`config.mk`:
```
export PLATFORM = sky130hd
export DESIGN_NAME = sem_bank
export DESIGN_NICKNAME = d
export VERILOG_FILES = /design/src/rtl/sem_pkg.sv /design/src/rtl/sem_port_decode.sv /design/src/rtl/sem_cell.sv /design/src/rtl/sem_read_reg.sv /design/src/rtl/sem_bank.sv
export SDC_FILE = /design/constraint.sdc
export NUM_CORES = 1
export LEC_CHECK = 0
export ABC_AREA = 1
export BUFFER_PORTS_ARGS = -buffer_cell sky130_fd_sc_hd__buf_2
export CAP_MARGIN = 20
export CORE_AREA = 2 2 68 70
export CTS_CLUSTER_SIZE = 30
export DETAILED_ROUTE_END_ITERATION = 8
export DIE_AREA = 0 0 70 72
export PLACE_DENSITY = 0.89
export SYNTH_ARGS = -nofsm -noshare
export SYNTH_HDL_FRONTEND = slang
export SYNTH_HIERARCHICAL = 1
export SYNTH_SLANG_ARGS = --single-unit
export TNS_END_PERCENT = 5
```
`constraint.sdc`:
```
create_clock -name clk -period 2.4 [get_ports clk]
set_clock_uncertainty 0.1 [all_clocks]
set_input_delay 0.12 -clock clk [delete_from_list [all_inputs] [get_ports clk]]
set_output_delay 0.12 -clock clk [all_outputs]
set_load 0.05 [all_outputs]
```
`src/rtl/sem_pkg.sv`:
```
package sem_pkg;
  localparam int SEM_N     = 8;
  localparam int SEM_IDX_W = $clog2(SEM_N);

  typedef struct packed {
    logic                 wr_go;
    logic                 wr_bit;
    logic                 rd_go;
    logic [SEM_IDX_W-1:0] idx;
  } sem_cmd_t;
endpackage

```
`src/rtl/sem_port_decode.sv`:
```
module sem_port_decode
  import sem_pkg::*;
(
  input  logic                 sel,
  input  logic                 mem_en,
  input  logic                 wr,
  input  logic                 rd,
  input  logic [SEM_IDX_W-1:0] idx,
  input  logic                 wbit,
  output sem_cmd_t             cmd
);
  logic access;

  always_comb begin
    access     = sel & ~mem_en;
    cmd.wr_go  = access & wr;
    cmd.rd_go  = access & rd & ~wr;
    cmd.wr_bit = wbit;
    cmd.idx    = idx;
  end
endmodule

```
`src/rtl/sem_cell.sv`:
```
module sem_cell (
  input  logic clk,
  input  logic rst_n,
  input  logic l_go,
  input  logic l_bit,
  input  logic r_go,
  input  logic r_bit,
  output logic own_l,
  output logic own_r
);
  logic req_l_q, req_r_q, hold_r_q;
  logic req_l_d, req_r_d, hold_r_d;
  logic upd;

  always_comb begin
    upd     = l_go | r_go;
    req_l_d = l_go ? ~l_bit : req_l_q;
    req_r_d = r_go ? ~r_bit : req_r_q;
    if (req_l_d && req_r_d) begin
      if (req_l_q && req_r_q) hold_r_d = hold_r_q;
      else if (req_l_q)       hold_r_d = 1'b0;
      else if (req_r_q)       hold_r_d = 1'b1;
      else                    hold_r_d = 1'b0;
    end else begin
      hold_r_d = req_r_d;
    end
  end

  always_ff @(posedge clk or negedge rst_n) begin
    if (!rst_n) begin
      req_l_q  <= 1'b0;
      req_r_q  <= 1'b0;
      hold_r_q <= 1'b0;
    end else if (upd) begin
      req_l_q  <= req_l_d;
      req_r_q  <= req_r_d;
      hold_r_q <= hold_r_d;
    end
  end

  assign own_l = req_l_q & (~req_r_q | ~hold_r_q);
  assign own_r = req_r_q & (~req_l_q |  hold_r_q);
endmodule

```
`src/rtl/sem_read_reg.sv`:
```
module sem_read_reg
  import sem_pkg::*;
#(
  parameter int DATA_W = 16
) (
  input  logic              clk,
  input  logic              rst_n,
  input  logic              rd_go,
  input  logic [SEM_IDX_W-1:0] idx,
  input  logic [SEM_N-1:0]  own,
  output logic [DATA_W-1:0] rdata
);
  logic [DATA_W-1:0] rdata_d;

  always_comb rdata_d = {DATA_W{~own[idx]}};

  always_ff @(posedge clk or negedge rst_n) begin
    if (!rst_n)     rdata <= '1;
    else if (rd_go) rdata <= rdata_d;
  end
endmodule

```
`src/rtl/sem_bank.sv`:
```
module sem_bank
  import sem_pkg::*;
#(
  parameter int ADDR_W = 14,
  parameter int DATA_W = 16
) (
  input  logic              clk,
  input  logic              rst_n,
  input  logic              l_sel,
  input  logic              l_mem_en,
  input  logic              l_wr,
  input  logic              l_rd,
  input  logic [ADDR_W-1:0] l_addr,
  input  logic [DATA_W-1:0] l_wdata,
  output logic [DATA_W-1:0] l_rdata,
  input  logic              r_sel,
  input  logic              r_mem_en,
  input  logic              r_wr,
  input  logic              r_rd,
  input  logic [ADDR_W-1:0] r_addr,
  input  logic [DATA_W-1:0] r_wdata,
  output logic [DATA_W-1:0] r_rdata
);
  sem_cmd_t         l_cmd, r_cmd;
  logic [SEM_N-1:0] own_l, own_r;
  logic             unused_bits;

  assign unused_bits = ^{l_addr[ADDR_W-1:SEM_IDX_W], r_addr[ADDR_W-1:SEM_IDX_W],
                         l_wdata[DATA_W-1:1], r_wdata[DATA_W-1:1]};

  sem_port_decode u_dec_l (
    .sel(l_sel), .mem_en(l_mem_en), .wr(l_wr), .rd(l_rd),
    .idx(l_addr[SEM_IDX_W-1:0]), .wbit(l_wdata[0]), .cmd(l_cmd)
  );

  sem_port_decode u_dec_r (
    .sel(r_sel), .mem_en(r_mem_en), .wr(r_wr), .rd(r_rd),
    .idx(r_addr[SEM_IDX_W-1:0]), .wbit(r_wdata[0]), .cmd(r_cmd)
  );

  for (genvar i = 0; i < SEM_N; i++) begin : g_cell
    logic l_hit, r_hit;
    assign l_hit = l_cmd.wr_go & (l_cmd.idx == SEM_IDX_W'(i));
    assign r_hit = r_cmd.wr_go & (r_cmd.idx == SEM_IDX_W'(i));
    sem_cell u_cell (
      .clk(clk), .rst_n(rst_n),
      .l_go(l_hit), .l_bit(l_cmd.wr_bit),
      .r_go(r_hit), .r_bit(r_cmd.wr_bit),
      .own_l(own_l[i]), .own_r(own_r[i])
    );
  end

  sem_read_reg #(.DATA_W(DATA_W)) u_rd_l (
    .clk(clk), .rst_n(rst_n), .rd_go(l_cmd.rd_go), .idx(l_cmd.idx),
    .own(own_l), .rdata(l_rdata)
  );

  sem_read_reg #(.DATA_W(DATA_W)) u_rd_r (
    .clk(clk), .rst_n(rst_n), .rd_go(r_cmd.rd_go), .idx(r_cmd.idx),
    .own(own_r), .rdata(r_rdata)
  );
endmodule

```
Word-level counts from Yosys, hierarchy flattened:

Cells that the tools add are included.

* register bits after elaboration: 26
* logic and storage cells: 224

* order comparisons: 2
* equality and inequality tests: 22
* multiplexer cells: 52
* bitwise operators: 96
* reductions and logical operators: 26

Operators with widths (count)
* 1-bit two-way mux: 50
* 1-bit AND: 40
* 1-bit NOT: 32
* 3-bit equality test (second input constant): 8
* 1-bit bitwise OR: 24
* 1-bit logical AND: 16
* 2-bit inequality test (second input constant): 8
* 2-bit AND reduction: 8
* 3-bit by 2-bit equality test with 1-bit output (second input constant): 4
* 3-bit by 4-bit < comparator with 1-bit output (second input constant): 2
* 1-bit binary-select mux with 3-bit select: 2
* 3-bit by 1-bit equality test with 1-bit output (second input constant): 2
* 3-bit logical NOT: 2

Depth between registers and ports, before layout:

* word-level depth: 8
* mapped depth: 12

Modules after synthesis:

Netlist, hierarchy kept.

By module, submodules not included
* sem_cell: instances 8, cells each 28, area each 178.9 µm², sequential area each 75.1 µm²
* sem_read_reg: instances 2, cells each 37, area each 226.5 µm², sequential area each 26.3 µm²
* sem_bank: instances 1, cells each 34, area each 127.6 µm², sequential area each 0.0 µm²
* sem_port_decode: instances 2, cells each 10, area each 57.6 µm², sequential area each 0.0 µm²

Worst setup path before layout:

OpenSTA, ideal clock, no wires.

* path kind: register to output
* start: reg, netlist name u_rd_l/rdata[0]
* end: out l_rdata[10]
* arrival time: 1073 ps
* setup slack: 1107 ps
* cell stages (with the launch flop): 2
* path through: dfstp_2 > buf_4

RTL lines
* to (decl): line sem_bank.sv:15 `output logic [DATA_W-1:0] l_rdata,`

No word-level cell between the ends.

Worst setup path after layout:

* start: reg, netlist name u_rd_l/rdata[0]
* end: out l_rdata[10]

No word-level cell between the ends.

==> impl_metrics.csv <==
group,metric,value,unit
critical_path,class_of_the_most_critical_setup_path,"reg2out",
sta,slew-limit-headroom,60.00,%
job,maxCapViolCount,0,
detailed_routing,drt_wl_total,4449,um
critical_path,worst_r2r_startpoint,"g_cell[5].u_cell/req_l_q",
synthesis,synth.distinct_cells,12,
die,num_io_pins,102,
synthesis,yosysWarningCount,6,
die,fp.dieW,70,um
clock_network,tritoncts,"done",
critical_path,crit_start,"u_rd_l/rdata[0]",
place,detailed_place_hpwl,3413,um
critical_path,cp.depth,1,
critical_path,required_time_reported_for_the_critical_path_endpoint,2.18,ns
critical_path,max_stage_delay,0.65,ns
finish,final_core_util,52.38,%
sta,setup_viol_count_final,0,
global_routing,grt_max_degree,27,
die,die_y,72,um
detailed_routing,drtIter0Drc,117,
critical_path,worst_r2r_endpoint,"u_rd_r/rdata[0]",
finish,post_route_cell_area,2233,um^2
sta,timing.final.ws_setup,0.9514,ns
critical_path,crit_path_end,"l_rdata[10]",
die,core,4264,um^2
synthesis,postSynthAreaPerCell,6.043,um^2
synthesis,syn_area,2127,um^2
sta,tns,0,ns
detailed_routing,drtPass1Iterations,4,
sta,final_min_period_over_clock_period,60.36,%
die,initial_utilization,49.88,%
critical_path,crit_family,"flip-flops",
finish,final_nets,439,
clock_network,clk_latency,0.28,ns
synthesis,synthCells,352,
status,result_of_the_run,"finished, final reports clean",
finish,layout-drive-gt1-share,18.75,%
clock_network,postCtsSetupBuffers,0,
clock_network,clock_path_buffers,2,
clock_network,htree_num_levels,1,
sta,finalWorstPathRequiredPeriod,1.449,ns
critical_path,r2r_slack,1.14,ns
clock_network,number_of_clock_sinks,26,
global_routing,grtUsageTotal,17.89,%
power_and_ir_drop,worst_vdd_ir,0.3644,mV
place,detailed_place.area,2152,um^2
place,port-buffer-count,49,
global_routing,grt_pass1_vias,1811,
global_routing,global_route_wire_length_before_repair,7431,um
critical_path,worst-r2r-cell-count,8,
sta,rsz0062_at_grt,"false",
detailed_routing,detailroute.via_count,2034,
detailed_routing,route.detailed.drc,0,
finish,antenna_cells_inserted,0,
place,dpl_worst_slack,0.9721,ns
critical_path,worstPathMaxFanout,17,
die,floorplan.rows,24,
place,gp_routability_congestion,0.8847,
sta,worst-slew-pin-transition,0.6000,ns
critical_path,critPathLaunchType,"register",
clock_network,post_cts_resize_count,0,
global_routing,globalRoute.totalOverflow,0,
synthesis,portion_of_the_post_synthesis_area_used_by_sequential_elements,30.71,%
synthesis,ys_ff_latch,26,
finish,syn2layout_area_growth,5.000,%
synthesis,postSynthNetCount,422,
power_and_ir_drop,cellLeakagePower,1.359,nW
critical_path,critical_path.cell_chain,"buf_2",
sta,maxSlewViolCount,0,
worst_hold_path,worstHoldPathType,"in2reg",
critical_path,slowest_stage_cell_on_the_critical_path,"sky130_fd_sc_hd__dfstp_2",
critical_path,timing.critical_path.buf_inv,1,
sta,final_report_hold_violation_count,0,
critical_path,worst_setup_path_end_kind,"output pin",
power_and_ir_drop,power_per_cell_area,792.4,nW/um^2
global_routing,antenna_found_initial,0,
clock_network,cts.reportedPaths.clkPinSlew,0.10,ns
clock_network,numCtsBuffers,3,
sta,highest_achievable_clock_rate,690.3,MHz
die,die_area,5040,um^2
detailed_routing,viasPerCell,4.843,
detailed_routing,antenna_left,0,
clock_network,cts_root_buf,"sky130_fd_sc_hd__clkbuf_8",
detailed_routing,wl_per_cell,10.59,um
critical_path,worstPathArrival,1.23,ns
-- final cells by class --
cell class / count / area (um^2)
timing repair buffer: 50 / 255.2
inverter: 58 / 217.7
fill: 417 / 2031
sequential: 26 / 653.1
clock inverter: 1 / 30.03
clock buffer: 3 / 41.29
multi-input combinational: 230 / 970.9
tap: 52 / 65.06
-- worst min-delay path by stage --
stage,cells after the start,to,from
after floorplan,0,g_cell[0].u_cell/hold_r_q,rst_n
after global placement,1,g_cell[6].u_cell/hold_r_q,rst_n
after detailed placement,1,g_cell[6].u_cell/req_l_q,rst_n
after CTS,4,u_rd_l/rdata[0],l_addr[2]
after global routing,4,u_rd_l/rdata[0],l_addr[2]
final,5,u_rd_l/rdata[0],l_rd
-- metal layers --
layer  share of wire [%]  wire, um  GRT usage [%]  vias to the layer above
met4                 2.1        95          7.479                        0
met5                   0         0              0                        -
met1                  44      1961          22.65                      907
li1                    -         -              -                     1059
met2                  50      2204          30.79                       56
met3                 4.2       188          2.639                       12
-- cell families (layout without fill, tap and decap cells) --
logic type,count (synthesis),after routing,synth area share (%)
AOI/OAI and AO/OA,16,16,3.765
buffers and inverters,96,112,23.65
DFF,26,26,30.71
and+or+nand+nor,214,214,41.88
-- sequential cells by signal, indices dropped and copies added, names as in the netlist --
signal                  cells
g_cell.u_cell/hold_r_q      8
g_cell.u_cell/req_l_q       8
g_cell.u_cell/req_r_q       8
u_rd_l/rdata                1
u_rd_r/rdata                1
-- synthesized netlist by cell type --
cell                      instances  area share (%)
sky130_fd_sc_hd__nand2_1        138              24
sky130_fd_sc_hd__inv_1           56             9.9
sky130_fd_sc_hd__buf_4           38              13
sky130_fd_sc_hd__nand3_1         30             7.1
sky130_fd_sc_hd__nor2_1          26             4.6
sky130_fd_sc_hd__dfrtp_1         24              28
sky130_fd_sc_hd__a21oi_1         16             3.8
sky130_fd_sc_hd__nand2_2         10             2.9
sky130_fd_sc_hd__nand4_1          8             2.4
sky130_fd_sc_hd__dfstp_2          2             2.5
sky130_fd_sc_hd__inv_2            2            0.35
sky130_fd_sc_hd__nor2_2           2            0.59
-- placed cells by master (no fill, tap or decap) --
master	instances
sky130_fd_sc_hd__a21oi_1	16
sky130_fd_sc_hd__buf_2	49
sky130_fd_sc_hd__bufinv_16	1
sky130_fd_sc_hd__clkbuf_8	3
sky130_fd_sc_hd__dfrtp_1	24
sky130_fd_sc_hd__dfstp_2	2
sky130_fd_sc_hd__dlygate4sd3_1	1
sky130_fd_sc_hd__inv_1	56
sky130_fd_sc_hd__inv_2	2
sky130_fd_sc_hd__nand2_1	138
sky130_fd_sc_hd__nand2_2	10
sky130_fd_sc_hd__nand3_1	30
sky130_fd_sc_hd__nand4_1	8
sky130_fd_sc_hd__nor2_1	26
sky130_fd_sc_hd__nor2_2	2
-- per-stage QoR --
| stage | hold slack (ns) | cells | power (mW) |
|---|---|---|---|
| after floorplan | -0.2756 | 352 | 1.373 |
| after global placement | 0.05677 | 415 | 1.387 |
| after detailed placement | 0.05958 | 415 | 1.403 |
| after CTS | 0.04254 | 420 | 1.776 |
| after global routing | 0.06300 | 420 | 1.866 |
| final | 0.04397 | 420 | 1.770 |
-- where the power goes --
| group | internal [mW] | switching, mW | total (mW) |
|---|---|---|---|
| Sequential | 0.509 | 0.0847 | 0.593 |
| Clock | 0.223 | 0.149 | 0.373 |
| Combinational | 0.181 | 0.623 | 0.804 |
-- repair_timing --
action | CTS | global route
hold buffers | 1 | 0
endpoints found under the hold margin | 24 | 0
endpoints found under the setup margin | 0 | 0
(Power assumes the default switching activity.)
